## src/rtl/e1_ts0_pkg.sv

```systemverilog
// Package: constants and the odd-frame word layout shared by the
// timeslot-zero formatter. Assumes the standard 16-frame CRC-4 multiframe.
package e1_ts0_pkg;
    localparam int          CRC_SLOTS = 4;
    localparam logic [6:0]  FAS_TAIL  = 7'b0011011;

    // Layout of the odd-frame (non-alignment) word, MSB is sent first.
    typedef struct packed {
        logic       lead;      // multiframe pattern or E bit
        logic       fixed_one; // always 1
        logic       alarm;     // remote alarm
        logic [4:0] sa;        // Sa4 (bit 4) .. Sa8 (bit 0)
    } nfas_word_t;

    // Multiframe alignment pattern for odd-frame column k (0..5).
    function automatic logic mfas_bit(input logic [2:0] k);
        case (k)
            3'd2, 3'd4, 3'd5: mfas_bit = 1'b1;
            default:          mfas_bit = 1'b0;
        endcase
    endfunction
endpackage

```

## src/rtl/e1_frame_seq.sv

```systemverilog
// Frame sequencer: counts frames within the multiframe.
// Assumes frame_stb and mf_start are single-cycle pulses in the clk domain;
// mf_start wins over frame_stb.
module e1_frame_seq #(
    parameter int FRAMES = 16,
    localparam int FW    = $clog2(FRAMES)
) (
    input  logic          clk,
    input  logic          rst_n,
    input  logic          frame_stb,
    input  logic          mf_start,
    output logic [FW-1:0] frame_num
);
    localparam logic [FW-1:0] LAST = FW'(FRAMES - 1);

    // Purpose: hold, advance, wrap or realign the frame counter.
    always_ff @(posedge clk) begin
        if (!rst_n) begin
            frame_num <= '0;
        end else if (mf_start) begin
            frame_num <= '0;
        end else if (frame_stb) begin
            frame_num <= (frame_num == LAST) ? '0 : frame_num + FW'(1);
        end
    end

    AST_WRAP: assert property (@(posedge clk) disable iff (!rst_n)
        (frame_stb && !mf_start && frame_num == LAST) |=> frame_num == '0);
    AST_ADVANCE: assert property (@(posedge clk) disable iff (!rst_n)
        (frame_stb && !mf_start && frame_num != LAST) |=> frame_num == $past(frame_num) + FW'(1));
    AST_HOLD: assert property (@(posedge clk) disable iff (!rst_n)
        (!frame_stb && !mf_start) |=> $stable(frame_num));
    AST_MF_START: assert property (@(posedge clk) disable iff (!rst_n)
        mf_start |=> frame_num == '0);
endmodule

```

## src/rtl/e1_sa_select.sv

```systemverilog
// Sa bit selector: picks the buffer column for the current odd frame and
// applies the optional data-link override to one Sa position.
// Assumes byte i of nat_buf feeds Sa(4+i) and bit COLS-1 feeds column 0.
module e1_sa_select #(
    parameter int SA_COUNT = 5,
    parameter int COLS     = 8,
    localparam int CW      = $clog2(COLS),
    localparam int SW      = $clog2(SA_COUNT)
) (
    input  logic [CW-1:0]          col,
    input  logic [SA_COUNT*COLS-1:0] nat_buf,
    input  logic                   dl_en,
    input  logic [SW-1:0]          dl_sel,
    input  logic                   dl_bit,
    output logic [SA_COUNT-1:0]    sa
);
    logic [CW-1:0] rev_col;
    assign rev_col = CW'(COLS - 1) - col;

    for (genvar i = 0; i < SA_COUNT; i++) begin : g_sa
        logic [COLS-1:0] row;
        logic            take_dl;
        assign row     = nat_buf[i*COLS +: COLS];
        assign take_dl = dl_en && (dl_sel == SW'(i));
        // Purpose: choose buffer column bit or data-link bit for Sa(4+i).
        always_comb begin
            sa[SA_COUNT-1-i] = take_dl ? dl_bit : row[rev_col];
        end
    end
endmodule

```

## src/rtl/e1_ts0_assemble.sv

```systemverilog
// Word assembler: forms the alignment or non-alignment word from the frame
// number and applies the all-ones AIS override. Assumes 16 frames, 4 C bits.
module e1_ts0_assemble
    import e1_ts0_pkg::*;
#(
    parameter int FW = 4,
    localparam int CW = FW - 1
) (
    input  logic [FW-1:0] frame_num,
    input  logic [CRC_SLOTS-1:0] crc_bits,
    input  logic [1:0]    e_bits,
    input  logic          rai,
    input  logic [4:0]    sa,
    input  logic          ais_n,
    output logic [7:0]    ts0_byte
);
    logic [CW-1:0] col;
    logic          lead_odd;
    nfas_word_t    nfas;
    logic [7:0]    fas;

    assign col = frame_num[FW-1:1];

    // Purpose: leading bit of the odd word, pattern then E1/E2.
    always_comb begin
        if (col == CW'(6))      lead_odd = e_bits[0];
        else if (col == CW'(7)) lead_odd = e_bits[1];
        else                    lead_odd = mfas_bit(3'(col));
    end

    // Purpose: build both candidate words.
    always_comb begin
        fas            = {crc_bits[col[1:0]], FAS_TAIL};
        nfas.lead      = lead_odd;
        nfas.fixed_one = 1'b1;
        nfas.alarm     = rai;
        nfas.sa        = sa;
    end

    // Purpose: select by frame parity and apply AIS.
    always_comb begin
        if (!ais_n)            ts0_byte = 8'hFF;
        else if (frame_num[0]) ts0_byte = nfas;
        else                   ts0_byte = fas;
    end
endmodule

```

## src/rtl/e1_ts0_formatter.sv

```systemverilog
// Top: E1 timeslot-zero transmit formatter. Counts frames of the CRC-4
// multiframe and presents the timeslot-zero byte combinationally.
// Assumes pulses are synchronous to clk; reset is synchronous active-low.
module e1_ts0_formatter #(
    parameter int FRAMES_PER_MF = 16,
    parameter int SA_COUNT      = 5,
    localparam int COLS         = FRAMES_PER_MF / 2,
    localparam int FW           = $clog2(FRAMES_PER_MF),
    localparam int CW           = FW - 1,
    localparam int SW           = $clog2(SA_COUNT)
) (
    input  logic                     clk,
    input  logic                     rst_n,
    input  logic                     frame_stb,
    input  logic                     mf_start,
    input  logic [3:0]               crc_bits,
    input  logic [1:0]               e_bits,
    input  logic                     rai,
    input  logic [SA_COUNT*COLS-1:0] nat_buf,
    input  logic                     dl_en,
    input  logic [SW-1:0]            dl_sel,
    input  logic                     dl_bit,
    input  logic                     ais_n,
    output logic [7:0]               ts0_byte,
    output logic [FW-1:0]            frame_num
);
    logic [SA_COUNT-1:0] sa;

    e1_frame_seq #(.FRAMES(FRAMES_PER_MF)) u_seq (
        .clk       (clk),
        .rst_n     (rst_n),
        .frame_stb (frame_stb),
        .mf_start  (mf_start),
        .frame_num (frame_num)
    );

    e1_sa_select #(.SA_COUNT(SA_COUNT), .COLS(COLS)) u_sa (
        .col     (frame_num[FW-1:1]),
        .nat_buf (nat_buf),
        .dl_en   (dl_en),
        .dl_sel  (dl_sel),
        .dl_bit  (dl_bit),
        .sa      (sa)
    );

    e1_ts0_assemble #(.FW(FW)) u_asm (
        .frame_num (frame_num),
        .crc_bits  (crc_bits),
        .e_bits    (e_bits),
        .rai       (rai),
        .sa        (sa),
        .ais_n     (ais_n),
        .ts0_byte  (ts0_byte)
    );

    AST_AIS_ONES: assert property (@(posedge clk)
        !ais_n |-> ts0_byte == 8'hFF);
    AST_EVEN_TAIL: assert property (@(posedge clk) disable iff (!rst_n)
        (ais_n && !frame_num[0]) |-> ts0_byte[6:0] == 7'b0011011);
    AST_ODD_MARK: assert property (@(posedge clk) disable iff (!rst_n)
        (ais_n && frame_num[0]) |-> (ts0_byte[6] && ts0_byte[5] == rai));
    AST_RESET_FRAME: assert property (@(posedge clk)
        !rst_n |=> frame_num == '0);
endmodule

```

## config.mk

```make
export PLATFORM = sky130hd
export DESIGN_NAME = e1_ts0_formatter
export DESIGN_NICKNAME = d
export VERILOG_FILES = /design/src/rtl/e1_ts0_pkg.sv /design/src/rtl/e1_frame_seq.sv /design/src/rtl/e1_sa_select.sv /design/src/rtl/e1_ts0_assemble.sv /design/src/rtl/e1_ts0_formatter.sv
export SDC_FILE = /design/constraint.sdc
export NUM_CORES = 1
export LEC_CHECK = 0
export BUFFER_PORTS_ARGS = -buffer_cell sky130_fd_sc_hd__buf_2
export CORE_MARGIN = 4
export CORE_UTILIZATION = 39
export CTS_BUF_LIST = sky130_fd_sc_hd__clkbuf_16
export CTS_CLUSTER_SIZE = 20
export DETAILED_ROUTE_END_ITERATION = 16
export PLACE_DENSITY = 0.9
export SLEW_MARGIN = 20
export SYNTH_ARGS = -nofsm -noshare
export SYNTH_HDL_FRONTEND = slang
export SYNTH_SLANG_ARGS = --single-unit
```

## constraint.sdc

```tcl
create_clock -name clk -period 3.4 [get_ports clk]
set_clock_uncertainty 0.1 [all_clocks]
set_input_delay 0.34 -clock clk [delete_from_list [all_inputs] [get_ports clk]]
set_output_delay 0.34 -clock clk [all_outputs]
set_load 0.05 [all_outputs]
```

==> run_results.csv <==
group,metric,value,unit
run_status,run_status,"finished, final reports clean",
final_layout,drive_above_1_share,0.5033,
clock_tree,cts-root-buf,"sky130_fd_sc_hd__clkbuf_16",
sta,timing.fmax,0.3819,GHz
critical_path,cp_cell_sequence,"mux4_2 > o221ai_1 > o2111ai_1 > buf_2",
routing,drtPass1Iterations,5,
sta,timing.final.crit_share,0.7702,
logic_synthesis,dominantRegCellSynth,"sky130_fd_sc_hd__dfxtp_1",
final_layout,diodes,0,
floorplanning,io_pins,69,
floorplanning,die_w,51.55,um
routing,finalWirelength,2.842,mm
sta,fin_setup_tns,0,ns
logic_synthesis,synthAdderAreaFrac,0.01692,
logic_synthesis,top_cells_by_area_in_the_synthesized_netlist,"sky130_fd_sc_hd__mux2i_1, sky130_fd_sc_hd__dfxtp_1, sky130_fd_sc_hd__mux4_2",
logic_synthesis,yosys_register_bits,4,
critical_path,cp_data_required_time,2.96,ns
critical_path,path_max_fanout,18,
critical_path,path_delay_family,"flip-flops",
sta,relSlewSlack,0.5310,
global_routing,grt_antenna_before_repair,0,
logic_synthesis,synth_xor_xnor_area_share,0.01184,
floorplanning,coreArea,0.001764,mm^2
final_layout,top_regs,"u_seq.frame_num x4",
logic_synthesis,synthDominantAreaCellType,"sky130_fd_sc_hd__mux2i_1",
logic_synthesis,mean_instance_size_in_the_synthesized_netlist,8.309,um^2
flow_run,drv_cap,0,
sta,report.final.setup_viol,0,
routing,residual_drc,0,
placement,place_hpwl,2.296,mm
sta,tightest_slew,0.7025,ns
sta,grt_setup_unrepaired,"false",
critical_path,max_stage_delay,0.76,ns
sta,period_minus_slack,2.619,ns
floorplanning,row_count,15,
global_routing,vias_in_the_first_global_route,1112,
placement,place.port_buffers,68,
routing,detail_route.vias_per_cell,5.624,
logic_synthesis,syn_area,739.5,um^2
logic_synthesis,total_number_of_yosys_warnings,0,
clock_tree,number_of_buffers_added_by_the_clock_tree_synthesis_step,3,
power,share_seq_of_total_power,0.159,
power,ir_drop,0.3073,mV
final_layout,num-nets-final,213,
power,combinational_cell_fraction_of_total_power,0.263,
clock_tree,insertion_delay,0.23,ns
logic_synthesis,synth.top_cells.by_count,"sky130_fd_sc_hd__mux2i_1, sky130_fd_sc_hd__nand2_1, sky130_fd_sc_hd__nand3_1",
global_routing,first_pass_grt_wire_length,4.774,mm
logic_synthesis,synthesis.nets,147,
clock_tree,cts_resized,0,
clock_tree,cts.sink_count,4,
floorplanning,die_height,51.55,um
critical_path,sum_of_buffers_and_inverters_on_the_critical_path,1,
sta,final-max-slew-violation-count,0,
power,power_density,282.8,mW/mm^2
logic_synthesis,count_of_different_cell_masters_after_synthesis,30,
logic_synthesis,synth_mux_area_frac,0.3689,
global_routing,grtUsageTotal,0.2414,
logic_synthesis,synth_top_area_frac,0.1760,
worst_hold_path,hold_path.class,"in -> reg",
logic_synthesis,synth_compound_area_frac,0.1624,
final_layout,max_flop_register,"u_seq.frame_num",
global_routing,grt_max_degree,19,
logic_synthesis,async_reset_ff_frac,0,
floorplanning,design.die.area,0.002657,mm^2
critical_path,worst_setup_path_start_kind,"flip-flop",
power,p_sw_frac,0.2564,
final_layout,max_reg_flops,4,
power,report.power.total,322.8,uW
global_routing,global_route.overflow_total,0,
routing,wire_per_inst,15.97,um
routing,overall_via_count_from_detail_route,1001,
sta,timing_hold_violations_final,0,
floorplanning,start_util,0.4191,
logic_synthesis,post-synth-top-count-cell,"sky130_fd_sc_hd__mux2i_1",
clock_tree,cts_setup_buffers,0,
logic_synthesis,synth_edf_count,0,
clock_tree,cts-hold-fix-buffers,0,
critical_path,setup.worst_path.end_class,"output port",
critical_path,criticalPathCategory,"reg -> out",
critical_path,critical_path.slowest_cell,"sky130_fd_sc_hd__dfxtp_1",
logic_synthesis,synthesis.instances,89,
logic_synthesis,ys_seq_area_frac,0.1083,
power,netSwitchingPower,82.75,uW
clock_tree,cts_max_level,1,
placement,finalWeightedCongestion,0.7590,
clock_tree,clk_transition_reported_paths,0.03,ns
clock_tree,clk_path_buf_depth,2,
logic_synthesis,yosys.area_share.simple,0.2555,
logic_synthesis,synth_top_family_by_area,"multiplexers",
clock_tree,tritoncts,"yes",
final_layout,area.growth.synth_to_final,54.31,%
critical_path,critical_path_arrival,2.18,ns
power,power.leakage,0.4997,nW
power,p_clk_frac,0.579,
routing,ant_nets,0,
routing,drt_first_iter_violations,27,
power,cellInternalPower,240.0,uW
-- power groups by stage --
stage	registers, mW	clock network (mW)	logic (mW)
6_report	0.0512	0.187	0.0848
5_1_grt	0.0516	0.194	0.0928
4_1_cts	0.0512	0.187	0.0850
3_5_place_dp	0.0518	0	0.0844
3_3_place_gp	0.0516	0	0.0816
2_1_floorplan	0.0521	0	0.0416
-- cells in the final DEF (no fill, tap or decap), types with 3 or more instances in the layout --
master / count
sky130_fd_sc_hd__mux4_2: 3
sky130_fd_sc_hd__o21ai_0: 3
sky130_fd_sc_hd__clkbuf_16: 3
sky130_fd_sc_hd__nand2b_1: 3
sky130_fd_sc_hd__buf_2: 68
sky130_fd_sc_hd__mux2i_1: 13
sky130_fd_sc_hd__nand2_1: 11
sky130_fd_sc_hd__a22oi_1: 3
sky130_fd_sc_hd__a21oi_1: 3
sky130_fd_sc_hd__nor2b_1: 4
sky130_fd_sc_hd__dfxtp_1: 4
sky130_fd_sc_hd__nand4_1: 4
sky130_fd_sc_hd__nand3_1: 7
sky130_fd_sc_hd__nor2_1: 5
-- cells by family after synthesis --
| kind of cell | after synthesis |
|---|---|
| buffers and inverters | 9 |
| AO/OA/AOI/OAI | 17 |
| flip-flops | 4 |
| multiplexers | 20 |
| XOR/XNOR | 1 |
| AND/OR/NAND/NOR | 37 |
| adder cells (fa/ha/maj) | 1 |
-- stage by stage --
stage                 util  instance area (um^2)  hold WS (ns)  worst slack [ns]  std cells
finish              0.6468                  1141        0.3514            0.7812        178
floorplan                -                 739.5        0.3915            0.7526         89
detailed placement  0.6043                  1066        0.5758             1.025        175
global placement    0.6043                  1066        0.5543             1.119        175
CTS                 0.6468                  1141        0.3468            0.7820        178
global route        0.6468                  1141        0.3783            0.6051        178
-- path summary, 6_finish.rpt --
check / start / end / slack [ns] / depth (start not counted)
worst min register to register: u_seq.frame_num[0]$_SDFFE_PP0P_ / u_seq.frame_num[3]$_SDFFE_PP0P_ / 0.62 / 2
worst min-delay path: rst_n / u_seq.frame_num[2]$_SDFFE_PP0P_ / 0.35 / 3
worst max-delay path: u_seq.frame_num[1]$_SDFFE_PP0P_ / ts0_byte[1] / 0.78 / 4
worst max register to register: u_seq.frame_num[1]$_SDFFE_PP0P_ / u_seq.frame_num[0]$_SDFFE_PP0P_ / 1.69 / 5
-- metal layers --
metal	vias up	global-route usage	wire, um
met5	-	0	0
met4	0	0.1310	63
li1	474	-	-
met3	8	0.06877	328
met1	441	0.2248	955
met2	78	0.4640	1494
-- final cells by class --
type | count | area (um^2)
clock buffers | 3 | 75.07
fillers | 158 | 623.1
repair buffers | 69 | 347.8
multi-input cells | 76 | 603.1
well taps | 25 | 31.28
inverters | 1 | 3.754
flip-flops and latches | 4 | 80.08
-- worst register-to-register path, cell delays in order (launching register included) --
cell                      delay, ns
sky130_fd_sc_hd__dfxtp_1       0.76
sky130_fd_sc_hd__ha_1          0.34
sky130_fd_sc_hd__nand3_1       0.10
sky130_fd_sc_hd__nand2_1       0.10
sky130_fd_sc_hd__mux2_2        0.15
sky130_fd_sc_hd__nor2_1        0.04
Power figures use the tool's default switching activity.
